==> src/rtl/sdirq_pkg.sv <==
package sdirq_pkg;

    localparam int SEL_W = 3;

    typedef enum logic [SEL_W-1:0] {
        SEL_CTRL  = 3'd0,
        SEL_MASK  = 3'd1,
        SEL_MSTAT = 3'd2,
        SEL_RAW   = 3'd3,
        SEL_STAT  = 3'd4
    } reg_sel_e;

    typedef struct packed {
        logic ins;
        logic rem;
    } card_evt_t;

    // true when the event pair carries no card change
    function automatic logic card_idle(input card_evt_t c);
        return !c.ins && !c.rem;
    endfunction

endpackage

==> src/rtl/irq_ctrl_regs.sv <==
module irq_ctrl_regs #(
    parameter int              DATA_W   = 32,
    parameter int              IEN_BIT  = 4,
    parameter int              RSTREQ_W = 3,
    parameter logic [DATA_W-1:0] CTRL_RST = 32'h0000_0300
) (
    input  logic              clk,
    input  logic              rst,
    input  logic              ctrl_we,
    input  logic              mask_we,
    input  logic [DATA_W-1:0] wdata,
    output logic [DATA_W-1:0] ctrl_q,
    output logic [DATA_W-1:0] mask_q,
    output logic              ien
);
    localparam logic [DATA_W-1:0] REQ_KEEP = ~((DATA_W'(1) << RSTREQ_W) - DATA_W'(1));

    always_ff @(posedge clk) begin
        if (rst) begin
            ctrl_q <= CTRL_RST & REQ_KEEP;
            mask_q <= '0;
        end else begin
            if (ctrl_we) ctrl_q <= wdata & REQ_KEEP;
            if (mask_we) mask_q <= wdata;
        end
    end

    assign ien = ctrl_q[IEN_BIT];

    // control stores the write with reset-request bits dropped
    a_r2_ctrl_store: assert property (@(posedge clk) disable iff (rst)
        ctrl_we |=> (ctrl_q[DATA_W-1:RSTREQ_W] == $past(wdata[DATA_W-1:RSTREQ_W]))
                    && (ctrl_q[RSTREQ_W-1:0] == '0));
    // mask holds its value unless written
    a_r2_mask_hold: assert property (@(posedge clk) disable iff (rst)
        !mask_we |=> $stable(mask_q));
endmodule

==> src/rtl/irq_raw_status.sv <==
module irq_raw_status
    import sdirq_pkg::*;
#(
    parameter int DATA_W   = 32,
    parameter int INS_BIT  = 30,
    parameter int REM_BIT  = 31,
    parameter int PRES_BIT = 8
) (
    input  logic              clk,
    input  logic              rst,
    input  logic [DATA_W-1:0] evt_set,
    input  card_evt_t         card,
    input  logic              clr_we,
    input  logic              stat_clr_we,
    input  logic [DATA_W-1:0] wdata,
    output logic [DATA_W-1:0] raw_q,
    output logic              present_q
);
    logic [DATA_W-1:0] clr_vec;
    logic [DATA_W-1:0] raw_nxt;
    logic              pres_nxt;

    always_comb begin
        clr_vec = clr_we ? wdata : '0;
        raw_nxt = (raw_q & ~clr_vec) | evt_set;
        pres_nxt = present_q;
        if (stat_clr_we && wdata[PRES_BIT]) pres_nxt = 1'b0;
        if (card.rem) begin
            raw_nxt[REM_BIT] = 1'b1;
            raw_nxt[INS_BIT] = 1'b0;
            pres_nxt         = 1'b0;
        end else if (card.ins) begin
            raw_nxt[INS_BIT] = 1'b1;
            raw_nxt[REM_BIT] = 1'b0;
            pres_nxt         = 1'b1;
        end
    end

    always_ff @(posedge clk) begin
        if (rst) begin
            raw_q     <= '0;
            present_q <= 1'b1;
        end else begin
            raw_q     <= raw_nxt;
            present_q <= pres_nxt;
        end
    end

    // an event bit is present after the edge even under a clear
    a_r7_set_wins: assert property (@(posedge clk) disable iff (rst)
        card_idle(card) |=> ((raw_q & $past(evt_set)) == $past(evt_set)));
    // cleared bits without a set are gone
    a_r6_clear: assert property (@(posedge clk) disable iff (rst)
        (clr_we && card_idle(card)) |=> ((raw_q & $past(wdata) & ~$past(evt_set)) == '0));
    // insert marks the card present
    a_r8_insert: assert property (@(posedge clk) disable iff (rst)
        (card.ins && !card.rem) |=> (raw_q[INS_BIT] && !raw_q[REM_BIT] && present_q));
    // remove wins and marks the card absent
    a_r9_remove: assert property (@(posedge clk) disable iff (rst)
        card.rem |=> (raw_q[REM_BIT] && !raw_q[INS_BIT] && !present_q));
    // presence changes only by a status write or a card event
    a_r10_pres_hold: assert property (@(posedge clk) disable iff (rst)
        (card_idle(card) && !stat_clr_we) |=> $stable(present_q));
endmodule

==> src/rtl/irq_out_gen.sv <==
module irq_out_gen #(
    parameter int DATA_W = 32
) (
    input  logic              clk,
    input  logic              rst,
    input  logic [DATA_W-1:0] raw,
    input  logic [DATA_W-1:0] mask,
    input  logic              ien,
    output logic [DATA_W-1:0] masked,
    output logic              irq_o
);
    assign masked = raw & mask;

    always_ff @(posedge clk) begin
        if (rst) irq_o <= 1'b0;
        else     irq_o <= ien && (|masked);
    end

    // a cleared global enable forces the line low on the next edge
    a_r4_gate: assert property (@(posedge clk) disable iff (rst)
        !ien |=> !irq_o);
    // a pending enabled bit with enable on raises the line one edge later
    a_r3_follow: assert property (@(posedge clk) disable iff (rst)
        (ien && ((raw & mask) != '0)) |=> irq_o);
endmodule

==> src/rtl/card_irq_status_unit.sv <==
module card_irq_status_unit
    import sdirq_pkg::*;
#(
    parameter int DATA_W   = 32,
    parameter int IEN_BIT  = 4,
    parameter int RSTREQ_W = 3,
    parameter int INS_BIT  = 30,
    parameter int REM_BIT  = 31,
    parameter int PRES_BIT = 8,
    parameter logic [31:0] CTRL_RST = 32'h0000_0300
) (
    input  logic              clk,
    input  logic              rst,
    input  logic [DATA_W-1:0] evt_set_i,
    input  logic              card_ins_i,
    input  logic              card_rem_i,
    input  logic              wr_en_i,
    input  logic [SEL_W-1:0]  wr_sel_i,
    input  logic [DATA_W-1:0] wr_data_i,
    input  logic [SEL_W-1:0]  rd_sel_i,
    output logic [DATA_W-1:0] rd_data_o,
    output logic              irq_o
);
    card_evt_t         card;
    logic              ctrl_we, mask_we, clr_we, stat_clr_we;
    logic [DATA_W-1:0] ctrl_q, mask_q, raw_q, masked;
    logic              present_q, ien;
    logic [DATA_W-1:0] status_word;

    assign card.ins = card_ins_i;
    assign card.rem = card_rem_i;

    assign ctrl_we     = wr_en_i && (wr_sel_i == SEL_CTRL);
    assign mask_we     = wr_en_i && (wr_sel_i == SEL_MASK);
    assign clr_we      = wr_en_i && ((wr_sel_i == SEL_RAW) || (wr_sel_i == SEL_MSTAT));
    assign stat_clr_we = wr_en_i && (wr_sel_i == SEL_STAT);

    irq_ctrl_regs #(
        .DATA_W(DATA_W), .IEN_BIT(IEN_BIT), .RSTREQ_W(RSTREQ_W),
        .CTRL_RST(CTRL_RST[DATA_W-1:0])
    ) u_ctrl (
        .clk(clk), .rst(rst), .ctrl_we(ctrl_we), .mask_we(mask_we),
        .wdata(wr_data_i), .ctrl_q(ctrl_q), .mask_q(mask_q), .ien(ien)
    );

    irq_raw_status #(
        .DATA_W(DATA_W), .INS_BIT(INS_BIT), .REM_BIT(REM_BIT), .PRES_BIT(PRES_BIT)
    ) u_raw (
        .clk(clk), .rst(rst), .evt_set(evt_set_i), .card(card),
        .clr_we(clr_we), .stat_clr_we(stat_clr_we), .wdata(wr_data_i),
        .raw_q(raw_q), .present_q(present_q)
    );

    irq_out_gen #(.DATA_W(DATA_W)) u_out (
        .clk(clk), .rst(rst), .raw(raw_q), .mask(mask_q), .ien(ien),
        .masked(masked), .irq_o(irq_o)
    );

    always_comb begin
        status_word           = '0;
        status_word[PRES_BIT] = present_q;
    end

    always_comb begin
        unique case (rd_sel_i)
            SEL_CTRL:  rd_data_o = ctrl_q;
            SEL_MASK:  rd_data_o = mask_q;
            SEL_MSTAT: rd_data_o = masked;
            SEL_RAW:   rd_data_o = raw_q;
            SEL_STAT:  rd_data_o = status_word;
            default:   rd_data_o = '0;
        endcase
    end

    // writes to unused selects leave the control and mask alone
    a_r11_unused_write: assert property (@(posedge clk) disable iff (rst)
        (wr_en_i && (wr_sel_i > SEL_STAT)) |=> ($stable(ctrl_q) && $stable(mask_q)));
endmodule

==> config.mk <==
export PLATFORM = sky130hd
export DESIGN_NAME = card_irq_status_unit
export DESIGN_NICKNAME = d
export VERILOG_FILES = /design/src/rtl/sdirq_pkg.sv /design/src/rtl/irq_ctrl_regs.sv /design/src/rtl/irq_raw_status.sv /design/src/rtl/irq_out_gen.sv /design/src/rtl/card_irq_status_unit.sv
export SDC_FILE = /design/constraint.sdc
export NUM_CORES = 1
export LEC_CHECK = 0
export ABC_AREA = 0
export BUFFER_PORTS_ARGS = -buffer_cell sky130_fd_sc_hd__buf_2
export CAP_MARGIN = 30
export CORE_MARGIN = 5
export CORE_UTILIZATION = 50
export CTS_BUF_LIST = sky130_fd_sc_hd__clkbuf_2
export DETAILED_ROUTE_END_ITERATION = 10
export PLACE_DENSITY_LB_ADDON = 0.15
export SLEW_MARGIN = 40
export SYNTH_ARGS = -nofsm -noshare
export SYNTH_HDL_FRONTEND = slang
export SYNTH_SLANG_ARGS = --single-unit
==> constraint.sdc <==
create_clock -name clk -period 1.1 [get_ports clk]
set_input_delay 0.055 -clock clk [delete_from_list [all_inputs] [get_ports clk]]
set_output_delay 0.055 -clock clk [all_outputs]
set_load 0.01 [all_outputs]
==> reports/qor.txt <==
DR vias: 5204
Post-Syn Area: 4240 µm²
Status: finished, violations left
Sequential area share after synthesis: 44.8%
CTS Root Cell: clkbuf_2
Yosys warns: 0
Die ar.: 10400 µm²
Clock Latency Late Sink: 0.57 ns
Fin crit share: 150%
Worst R2R Path Depth: 5
Max FO, Critical Path: 3
CTS H-tree lvls: 3
Site Rows: 33
Ant diodes: 0
Final Skew: 0.0197 ns
Worst hold slack: 0.0466 ns
WL/cell: 18.1 µm
Worst reg2reg setup slack: -0.32 ns
RSZ-0062 raised after global routing: yes
Clock sink count: 95
First-pass GRT wire length: 24700 µm
1st-iter DRT viols: 358
Vias in the first global route: 5188
DR DRC count: 0
Failing checks: setup timing
Critical Path Slowest Stage Cell: dfxtp_2
Longest Clk Path Bufs: 2
Ports: 108
Top_reg_cell synth: dfxtp_1
Starting Density: 51.4%
Post-route ant nets: 0
Fmax: 0.607 GHz
Layout cells sized above 1: 44.2%
Setup TNS Final: -13.06 ns
Hold Path Class: input port to flop
Final min period: 1.65 ns
Die W: 102 µm
Max Slew Vio Count: 0
CTS Buf Count: 9
Post-synth top area share: 44.8%
Ys async rst share: 0%
Area grow syn2layout: 61.8%
Worst Setup Slack, final: -0.549 ns
Largest net degree at the start of global routing: 67
TritonCTS clock tree: built
GRT Total Usage: 30.4%
Mapped Cells: 552
Synth Net Count: 627
Nets: 875
Leakage: 2.96 nW
Final Hold Vio Count: 0
Worst-Margin Slew: 0.317 ns
Startpoint types: flop
Synth area leaders: dfxtp_1, a21oi_1, nand2_1
Initial antenna violation count: 0
Total grt overflow: 0
Slew HR: 78.9%
CORE AREA: 8260 µm²
Fin util: 83.1%
Worst EP required: 1.04 ns
Pwr/cell area: 1030 nW/µm²
GP Congestion: 0.830
Yosys cell types: 35
Top post-synthesis cells by count: nand2_1, a21oi_1, dfxtp_1
DP HPWL: 9060 µm
Slowest cell delay on critical path: 0.39 ns
VDD IR max: 788 µV
Fin area: 6870 µm²
Number of synthesized flops with an enable pin: 0
Vias per inst: 5.72
Port-buffer cells: 107
CP Capture Type: output port
#FFs+latches synth: 95
Arr. time, crit path: 1.59 ns
Hold depth: 5
Average size of a mapped cell: 7.69 µm²
DRT Pass-1 Iters: 7
DRT Wirelength: 16500 µm
Clock Pin Slew Worst Setup and Hold Paths: 0.26 ns
Area leader, netlist: dfxtp_1
Critical path, cell by cell: buf_6 > a21o_1 > a21oi_2 > o22ai_1 > buf_2
Setup CP Type: flop to output port
Final setup fails: 37
Total of max-cap violations: 0
Count leader, synth: nand2_1
Die H: 102 µm
Area post-placement: 5240 µm²
-- path summary, 6_finish.rpt --
path                                       start                              to
hold reg to reg   u_ctrl.ctrl_q[14]$_SDFFE_PP0P_  u_ctrl.ctrl_q[14]$_SDFFE_PP0P_
setup reg to reg      u_raw.raw_q[26]$_SDFF_PP0_          u_out.irq_o$_SDFF_PP0_
hold / removal                       wr_sel_i[1]    u_raw.present_q$_SDFFE_PP1P_
setup / recovery       u_raw.raw_q[8]$_SDFF_PP0_                    rd_data_o[8]
-- flip-flops by register name (all words and copies together) (netlist names) --
| signal | cells |
|---|---|
| u_ctrl.mask_q | 32 |
| u_raw.present_q | 1 |
| u_ctrl.ctrl_q | 29 |
| u_out.irq_o | 1 |
| u_raw.raw_q | 32 |
-- what timing repair did --
item	in CTS	in global routing
resized for setup	114	35
setup buffers	24	18
pin swaps	37	16
gates cloned	0	2
hold buffers	70	0
endpoints found under the setup margin	34	53
hold endpoints to repair	94	0
-- kinds of logic (layout without fill, tap and decap cells) --
kind of cell | Yosys count | after routing | share of synthesized area (%)
simple gates | 209 | 209 | 20.5
compound gates | 176 | 176 | 26.0
flops | 95 | 95 | 44.8
buf+inv | 70 | 322 | 8.05
xor+xnor | 1 | 1 | 0.383
mux | 1 | 1 | 0.236
-- cells in the final DEF (no fill, tap or decap), types with 18 or more instances in the layout --
master,n
nor2_1,56
inv_2,21
dfxtp_1,47
nand2_1,127
o221a_2,18
a21oi_1,107
dfxtp_2,48
a21oi_2,18
buf_2,84
buf_6,33
dlygate4sd3_1,69
buf_4,79
-- per-stage QoR --
stage | setup WS [ns] | instances | power (W)
floorplan | 0.0560 | 552 | 0.00429
global placement | -0.0969 | 780 | 0.00480
detailed placement | -0.140 | 780 | 0.00483
CTS | -0.525 | 889 | 0.00686
global route | -0.609 | 909 | 0.00735
finish | -0.549 | 909 | 0.00704
-- cell type report --
type | count | area, µm²
Fill cell | 507 | 1390
Inverter | 29 | 109
Timing Repair Buffer | 278 | 2340
Multi-Input combinational cell | 387 | 2220
Clock buffer | 9 | 45.0
Tap cell | 105 | 131
Clock inverter | 6 | 62.6
Sequential cell | 95 | 1960
-- critical path: cells and delay by family, from the launching register on --
| family | cells | cell delay [ns] |
|---|---|---|
| buffers and inverters | 2 | 0.27 |
| AOI/OAI and AO/OA | 3 | 0.36 |
| DFF | 1 | 0.39 |
-- per-layer routing --
layer | part of all wire [%] | global-route usage [%] | vias to the layer above
met1 | 36 | 34.3 | 2406
met5 | 0 | 0 | -
met4 | 4.2 | 16.1 | 0
met3 | 9.4 | 7.58 | 76
met2 | 50 | 52.9 | 338
li1 | - | - | 2384
-- where the power goes --
group	total (W)	internal (W)	switching (W)	leakage [nW]
logic	0.00167	0.000878	0.000791	2.11
registers	0.00370	0.00360	0.0000907	0.792
clock network	0.00168	0.000502	0.00118	0.0614
total	0.00704	0.00499	0.00206	2.96
(Power assumes the default switching activity.)
